### src/rtl/mri_pkg.sv
package mri_pkg;
  typedef enum logic [2:0] {
    OP_AND  = 3'd0,
    OP_ADD  = 3'd1,
    OP_LDA  = 3'd2,
    OP_STA  = 3'd3,
    OP_BUN  = 3'd4,
    OP_BSA  = 3'd5,
    OP_ISZ  = 3'd6,
    OP_NONE = 3'd7
  } mri_op_e;

  localparam int OP_W     = 3;
  localparam int NUM_OPS  = 1 << OP_W;
  // Execute slots T4..T6 map onto step indices 0..2.
  localparam int FIRST_T  = 4;
  localparam int NUM_STEP = 3;
endpackage

### src/rtl/mri_decode.sv
module mri_decode
  import mri_pkg::*;
(
  input  logic [OP_W-1:0]    op,
  output logic [NUM_OPS-1:0] d_line
);
  for (genvar i = 0; i < NUM_OPS; i++) begin : g_line
    assign d_line[i] = (op == OP_W'(i));
  end
endmodule

### src/rtl/mri_timing.sv
module mri_timing #(
  parameter int NSTEP = 3
) (
  input  logic             clk,
  input  logic             rst_n,
  input  logic             start,
  input  logic             clear,
  output logic             busy,
  output logic [NSTEP-1:0] t_step
);
  localparam int SW = (NSTEP > 1) ? $clog2(NSTEP) : 1;

  logic [SW-1:0] sc;

  always_ff @(posedge clk or negedge rst_n) begin
    if (!rst_n) begin
      sc   <= '0;
      busy <= 1'b0;
    end else if (start) begin
      sc   <= '0;
      busy <= 1'b1;
    end else if (busy) begin
      if (clear) begin
        sc   <= '0;
        busy <= 1'b0;
      end else begin
        sc <= sc + 1'b1;
      end
    end
  end

  for (genvar i = 0; i < NSTEP; i++) begin : g_step
    assign t_step[i] = busy && (sc == SW'(i));
  end
endmodule

### src/rtl/mri_alu.sv
module mri_alu #(
  parameter int DW = 16
) (
  input  logic [DW-1:0] ac,
  input  logic [DW-1:0] dr,
  output logic [DW-1:0] and_res,
  output logic [DW-1:0] sum_res,
  output logic          carry,
  output logic [DW-1:0] dr_inc
);
  logic [DW:0] wide_sum;

  always_comb begin
    and_res  = ac & dr;
    wide_sum = {1'b0, ac} + {1'b0, dr};
    sum_res  = wide_sum[DW-1:0];
    carry    = wide_sum[DW];
    dr_inc   = dr + 1'b1;
  end
endmodule

### src/rtl/mri_exec.sv
module mri_exec
  import mri_pkg::*;
#(
  parameter int AW = 12,
  parameter int DW = 16
) (
  input  logic            clk,
  input  logic            rst_n,
  input  logic            in_valid,
  output logic            in_ready,
  input  logic [2:0]      in_op,
  input  logic [AW-1:0]   in_ea,
  input  logic [DW-1:0]   in_ac,
  input  logic            in_e,
  input  logic [AW-1:0]   in_pc,
  output logic [AW-1:0]   mem_addr,
  output logic            mem_rd,
  output logic            mem_we,
  output logic [DW-1:0]   mem_wdata,
  input  logic [DW-1:0]   mem_rdata,
  output logic            done,
  output logic [DW-1:0]   ac_o,
  output logic            e_o,
  output logic [AW-1:0]   pc_o,
  output logic [AW-1:0]   ar_o,
  output logic [DW-1:0]   dr_o
);
  logic [DW-1:0]       ac_q, dr_q;
  logic                e_q;
  logic [AW-1:0]       pc_q, ar_q;
  logic [OP_W-1:0]     op_q;
  logic [NUM_OPS-1:0]  d;
  logic [NUM_STEP-1:0] t;
  logic                busy, start, last;
  logic [DW-1:0]       and_res, sum_res, dr_inc, pc_ext;
  logic                carry;
  logic                t4, t5, t6;

  assign start    = in_valid && in_ready;
  assign in_ready = !busy;

  mri_decode u_dec (.op(op_q), .d_line(d));

  mri_timing #(.NSTEP(NUM_STEP)) u_tim (
    .clk(clk), .rst_n(rst_n), .start(start), .clear(last),
    .busy(busy), .t_step(t)
  );

  mri_alu #(.DW(DW)) u_alu (
    .ac(ac_q), .dr(dr_q), .and_res(and_res), .sum_res(sum_res),
    .carry(carry), .dr_inc(dr_inc)
  );

  assign t4 = t[0];
  assign t5 = t[1];
  assign t6 = t[2];

  always_comb begin
    pc_ext = '0;
    pc_ext[AW-1:0] = pc_q;
  end

  // Step control: which micro-operations fire in this slot.
  always_comb begin
    mem_rd = t4 && (d[OP_AND] || d[OP_ADD] || d[OP_LDA] || d[OP_ISZ]);
    mem_we = (t4 && (d[OP_STA] || d[OP_BSA])) || (t6 && d[OP_ISZ]);
    if (d[OP_STA])      mem_wdata = ac_q;
    else if (d[OP_BSA]) mem_wdata = pc_ext;
    else                mem_wdata = dr_q;
    last = (t4 && (d[OP_STA] || d[OP_BUN] || d[OP_NONE])) ||
           (t5 && (d[OP_AND] || d[OP_ADD] || d[OP_LDA] || d[OP_BSA])) ||
           (t6 && d[OP_ISZ]);
  end

  assign mem_addr = ar_q;

  always_ff @(posedge clk or negedge rst_n) begin
    if (!rst_n) begin
      ac_q <= '0;
      e_q  <= 1'b0;
      pc_q <= '0;
      ar_q <= '0;
      dr_q <= '0;
      op_q <= '0;
      done <= 1'b0;
    end else begin
      done <= last;
      if (start) begin
        ar_q <= in_ea;
        ac_q <= in_ac;
        e_q  <= in_e;
        pc_q <= in_pc;
        op_q <= in_op;
      end else begin
        if (mem_rd) dr_q <= mem_rdata;
        if (t4 && d[OP_BUN]) pc_q <= ar_q;
        if (t4 && d[OP_BSA]) ar_q <= ar_q + 1'b1;
        if (t5 && d[OP_AND]) ac_q <= and_res;
        if (t5 && d[OP_ADD]) begin
          ac_q <= sum_res;
          e_q  <= carry;
        end
        if (t5 && d[OP_LDA]) ac_q <= dr_q;
        if (t5 && d[OP_BSA]) pc_q <= ar_q;
        if (t5 && d[OP_ISZ]) dr_q <= dr_inc;
        if (t6 && d[OP_ISZ] && (dr_q == '0)) pc_q <= pc_q + 1'b1;
      end
    end
  end

  assign ac_o = ac_q;
  assign e_o  = e_q;
  assign pc_o = pc_q;
  assign ar_o = ar_q;
  assign dr_o = dr_q;
endmodule

### config.mk
export PLATFORM = sky130hd
export DESIGN_NAME = mri_exec
export DESIGN_NICKNAME = d
export VERILOG_FILES = /design/src/rtl/mri_pkg.sv /design/src/rtl/mri_decode.sv /design/src/rtl/mri_timing.sv /design/src/rtl/mri_alu.sv /design/src/rtl/mri_exec.sv
export SDC_FILE = /design/constraint.sdc
export NUM_CORES = 1
export LEC_CHECK = 0
export BUFFER_PORTS_ARGS = -buffer_cell sky130_fd_sc_hd__buf_4
export CORE_MARGIN = 1.5
export CORE_UTILIZATION = 39
export CTS_BUF_LIST = sky130_fd_sc_hd__clkbuf_4 sky130_fd_sc_hd__clkbuf_8 sky130_fd_sc_hd__clkbuf_16
export DETAILED_ROUTE_END_ITERATION = 8
export GPL_ROUTABILITY_DRIVEN = 1
export PLACE_DENSITY = 0.73
export SYNTH_ARGS = -nofsm -noshare
export SYNTH_HDL_FRONTEND = slang
export SYNTH_HIERARCHICAL = 1
export SYNTH_SLANG_ARGS = --single-unit
### constraint.sdc
create_clock -name clk -period 4.4 [get_ports clk]
set_clock_uncertainty 0.05 [all_clocks]
set_input_delay 0.66 -clock clk [delete_from_list [all_inputs] [get_ports clk]]
set_output_delay 0.66 -clock clk [all_outputs]
set_load 0.02 [all_outputs]
Word-level counts from Yosys, hierarchy flattened --
Cells that the tools add are included. W data, S select, Z words.
Operators by class: reductions and logical operators 38, eq/ne operators 9, add/subtract/negate cells 5, muxes and demuxes 22, bitwise gates (word level) 2
Operator list (count):
- $mux W16 | 8
- $mux W12 | 6
- $add A12 B1 Y12 const B | 2
- $add A16 B16 Y17 | 1
- $logic_and A1 B1 Y1 | 17
- $add A16 B1 Y16 const B | 1
- $and A16 B16 Y16 | 1
- $logic_not A16 Y1 | 1
- $eq A3 B3 Y1 const B | 4
- $logic_or A1 B1 Y1 | 10
- $reduce_bool A2 Y1 | 4
- $reduce_bool A4 Y1 | 2
- $eq A3 B2 Y1 const B | 2
- $mux W2 | 3
- $mux W1 | 5
- $eq A3 B1 Y1 const B | 1
- $logic_not A3 Y1 | 1
- $add A2 B1 Y2 const B | 1
- $eq A2 B1 Y1 const B | 1
- $eq A2 B2 Y1 const B | 1
- $logic_not A2 Y1 | 1
- $reduce_and A2 Y1 | 1
- $logic_not A1 Y1 | 1
- $not A1 Y1 | 1
Word-level totals: word-level logic and storage cells 85, input bits 63, register bits after elaboration 64

Depth between registers and ports, before layout --
depth in word-level cells 10, depth in mapped cells 11, mapped depth without buffers 11

By module --
Netlist, hierarchy kept.
Modules (own cells, without submodules):
- mri_exec | area each 4033.9 sq um, sequential area each 1526.5 sq um, cells an instance 509, instances 1
- mri_alu | area each 975.9 sq um, sequential area each 0.0 sq um, cells an instance 134, instances 1
- mri_timing | area each 191.4 sq um, sequential area each 75.1 sq um, cells an instance 19, instances 1
- mri_decode | area each 65.1 sq um, sequential area each 0.0 sq um, cells an instance 8, instances 1

Least setup slack after synthesis --
No wires, ideal clock.
path type reg2reg, start reg dr_q[0] (netlist: dr_o[0]), end reg ac_q[12] (netlist: ac_o[12]), path slack 1.587 ns, arrival time 2.686 ns, buffers on the path 0, cell stages (with the launch flop) 12, period minus slack after synthesis 2.813 ns, library setup time 0.077 ns, cell sequence dfrtp_1 ha_1 fa_1 a21o_2 a31oi_2 or4_1 and3_4 xnor2_2 nand3_1 a311oi_1 a21oi_1 a21oi_1
On the way: longest elaborated chain between the ends 4
Ends and longest elaborated chain:
- start: declaration | RTL line mri_exec.sv:28 | logic [DW-1:0] ac_q, dr_q;
- start signal: assignment | RTL line mri_exec.sv:95 | if (mem_rd) dr_q <= mem_rdata;
- start signal: assignment | RTL line mri_exec.sv:105 | if (t5 && d[OP_ISZ]) dr_q <= dr_inc;
- $add A16 B16 Y17 | RTL line mri_alu.sv:15 | wide_sum = {1'b0, ac} + {1'b0, dr};
- named net sum_res[12] | RTL line mri_exec.sv:35 | logic [DW-1:0] and_res, sum_res, dr_inc, pc_ext;
- $mux W16 | RTL line mri_exec.sv:99 | if (t5 && d[OP_ADD]) begin
- $mux W16 | RTL line mri_exec.sv:103 | if (t5 && d[OP_LDA]) ac_q <= dr_q;
- $mux W16 | RTL line mri_exec.sv:88 | if (start) begin
- end signal: assignment | RTL line mri_exec.sv:90 | ac_q <= in_ac;
- end signal: assignment | RTL line mri_exec.sv:100 | ac_q <= sum_res;
- end signal: assignment | RTL line mri_exec.sv:103
- end: declaration | RTL line mri_exec.sv:28
The timed path passes the listed nets, and every way through them passes these cells. A chain may end at the register's enable or synchronous reset.

Worst setup path in the final report --
start reg dr_q[0] (netlist: dr_o[0]), end reg ac_q[8] (netlist: ac_o[8])
Same word-level chain as after synthesis.

==> metrics <==
Leak roughly 3 nW; Worst-Margin Slew 1060 ps; vias approximately 5500; most frequent cells in the layout buf_4, nand2_1, nor2_1, a21oi_1, dfrtp_1; FFs w/ async S/R, synth 100%; share of cells above drive strength 1 between 20% and 30%; simple-gate portion of the synthesized area approximately a quarter; Reg clk slew, reported paths 60 ps; H-tree depth 3; clk sink count 64; RSZ-0062 raised after global routing false; CTS tree yes; status finished, final reports clean; die area 14200 µm²; crit path kind register to register; CP cell instances ha_1 > fa_1 > a21o_2 > a31oi_2 > o21bai_1 > a21oi_1 > xnor2_1 > nand3_1 > a311oi_1 > a21oi_1 > a21oi_1; synth warn 6; largest net degree at the start of global routing 65; routed vias/inst ~5.7; Synth Area in Adders ~5.6%; die width 119 µm; Seq/Total Area, Yosys ~30%; Util after Layout between 50% and 60%; PortBufs approximately 150; CP Capture Type register; commonest non-fill, non-tap cell in the layout buf_4; Clock Tree Root clkbuf_16; vias in the first global route 5094; Hold WC Path Type input port to asynchronous set/reset pin; number of buffers created by CTS 9; final instance area 6740 µm²; worst reg2reg startpoint dr_o[0]$_DFFE_PN0P_; cell area after synthesis about 5300 µm²; IO Pins 152; Max Clock Freq 328 MHz; Hold Buf Count CTS 0; Max FO, Critical Path 12; xor and xnor area share after synthesis 7.13%; final hold viol count 0; CP startpoint kind register; Cell variety after synth 64; Worst VDD drop about 0.43 mV; r2r worst-path depth 11; Die H roughly 120 µm; Compound-Gate Fraction of Synth Area 20.9%; Cells after Synth 670; TNS Setup 0 ps; Slowest-stage cell, CP dfrtp_1; register area around 1600 µm²; DR WL/cell 17.2 µm; 1st-iter DRT viols 407; footprint of the multi-input gates around 3400 µm²; antenna violations before repair 0; DRC 0; worst skew pair latency 340 ps; post-synthesis mux area share under 10%; # diodes 0; #FFs+latches synth 64; final setup fails 0; DRT Pass-1 Iters 5; Layout fillers 1273; Slew Limit Fails 0; Rel. slew slack between 20% and 30%; PD cells around 940 nW/µm²; Antenna Nets Post-Route 0; core area between 10000 and 15000 µm²; syn_nets 756; CP max stage delay 520 ps; Cell Rows 42; first-pass GRT wire length ~27000 µm; layout net count 873; GR Util All Layers a little under a quarter; EDFF count, synth 0; Reg2Reg Setup Slack around 1300 ps; Area Growth Syn to Fin 27.9%; Routed WL 16700 µm; minimum clock period 3050 ps; critical path arrival roughly 3200 ps; Worst path most repeated cell a21oi_1; largest family of logic cells by synthesized area simple AND/OR/NAND/NOR gates; Worst path top cell family by delay compound AO/OA/AOI/OAI gates; placed cell areas 6420 µm²; Placer Congestion roughly 0.95; Synth Area per Inst approximately 7.9 µm²; Crit. Startpoint dr_o[0]$_DFFE_PN0P_; worst path required time between 4000 and 5000 ps; worst r2r dst ac_o[8]$_DFFE_PN0P_; Worst Path Buf+Inv 0; Max Root-Sink Buffers 2; Post-CTS Setup Inserts 0; hpwl dp approximately 12000 µm; max_cap viols 0; PostCTS Resize Cnt 0; GR Overflow Total 0; ys flop type dfrtp_1; total power 6.35 mW; Final Cycle Share between 60% and 70%; initial core utilization between 30% and 40%
## cells by family (layout without fill, tap and decap cells)
kind of cell             Yosys count  in the layout
adder cells (fa/ha/maj)           23             23
AO/OA/AOI/OAI                    177            177
multiplexers                      31             31
flip-flops                        64             64
XOR/XNOR                          42             42
AND/OR/NAND/NOR                  276            276
buffers and inverters             57            179
## metal layers
metal	track usage (%)	part of all wire, %
met1	32.5	44
met2	37.0	47
met3	4.93	7.3
met4	6.40	1.6
met5	0	0
## metrics by stage
step | instances | hold slack, ps | worst slack (ps)
final | 968 | 379 | 1350
after global routing | 968 | 455 | 1110
after CTS | 968 | 411 | 1380
after detailed placement | 952 | 520 | 1410
after global placement | 952 | 483 | 1480
after floorplan | 670 | 314 | 1590
## final cells by class
class | count | area share (%)
multi-input cells | 549 | 50.5
repair buffers | 156 | 17.4
clock buffers | 9 | 3.34
flip-flops and latches | 64 | 23.8
well taps | 176 | 3.27
inverters | 7 | 0.390
clock inverters | 7 | 1.39
## report_power, final
part | internal [mW] | switching, mW
sequential | 0.886 | 0.658
clock | 0.496 | 0.285
combinational | 1.74 | 2.28
## how the worst max path moves through the flow
stage	endpoint	slack (ps)	cells past startpoint
6_report	ac_o[8]$_DFFE_PN0P_	1350	11
5_1_grt	ac_o[12]$_DFFE_PN0P_	1110	11
3_5_place_dp	ac_o[8]$_DFFE_PN0P_	1410	11
4_1_cts	ac_o[8]$_DFFE_PN0P_	1380	11
2_1_floorplan	ac_o[12]$_DFFE_PN0P_	1590	11
3_3_place_gp	ac_o[12]$_DFFE_PN0P_	1480	11
## state kept, by name, indices dropped and copies added (netlist names)
signal and flops:
ac_o 16, dr_o 16, ar_o 12, pc_o 12, op_q 3, u_tim/sc 2
done 1, e_o 1, u_tim/busy 1
## worst reg2reg max path: stages, from the launching register on
cell	delay, ps
dfrtp_1	520
ha_1	310
fa_1	470
a21o_2	250
a31oi_2	290
o21bai_1	120
a21oi_1	190
xnor2_1	150
nand3_1	100
a311oi_1	270
a21oi_1	60
a21oi_1	180
## synth_stat cells, types with 2 or more instances
master / number / share of area, %
a22oi_1: 2 / 0.29
o21ai_0: 44 / 4.2
buf_4: 12 / 1.7
nor4_1: 4 / 0.48
clkbuf_1: 30 / 2.1
nor2_1: 77 / 5.5
o311ai_0: 2 / 0.33
o21bai_1: 2 / 0.29
nand2b_1: 5 / 0.59
or3_1: 3 / 0.36
a21o_1: 4 / 0.57
mux2i_1: 30 / 5.7
and2_1: 3 / 0.36
nand3_1: 35 / 3.3
a21oi_1: 69 / 6.6
a311oi_1: 17 / 2.8
nor3_1: 11 / 1.0
ha_1: 22 / 5.2
buf_1: 6 / 0.43
a21o_2: 2 / 0.33
a211o_1: 2 / 0.33
o211ai_1: 3 / 0.43
xor2_1: 15 / 2.5
o21a_1: 4 / 0.57
xnor2_1: 26 / 4.3
a211oi_1: 9 / 1.3
buf_6: 2 / 0.43
and4_1: 3 / 0.50
and3_1: 6 / 0.71
dfrtp_1: 64 / 30
and3b_2: 3 / 0.57
and2_2: 3 / 0.43
inv_1: 7 / 0.50
nor4_2: 4 / 0.95
nand4_1: 11 / 1.3
or4_1: 3 / 0.43
nand2_1: 95 / 6.8
nor3b_1: 3 / 0.43
o21ai_1: 2 / 0.19
Power figures use the tool's default switching activity.
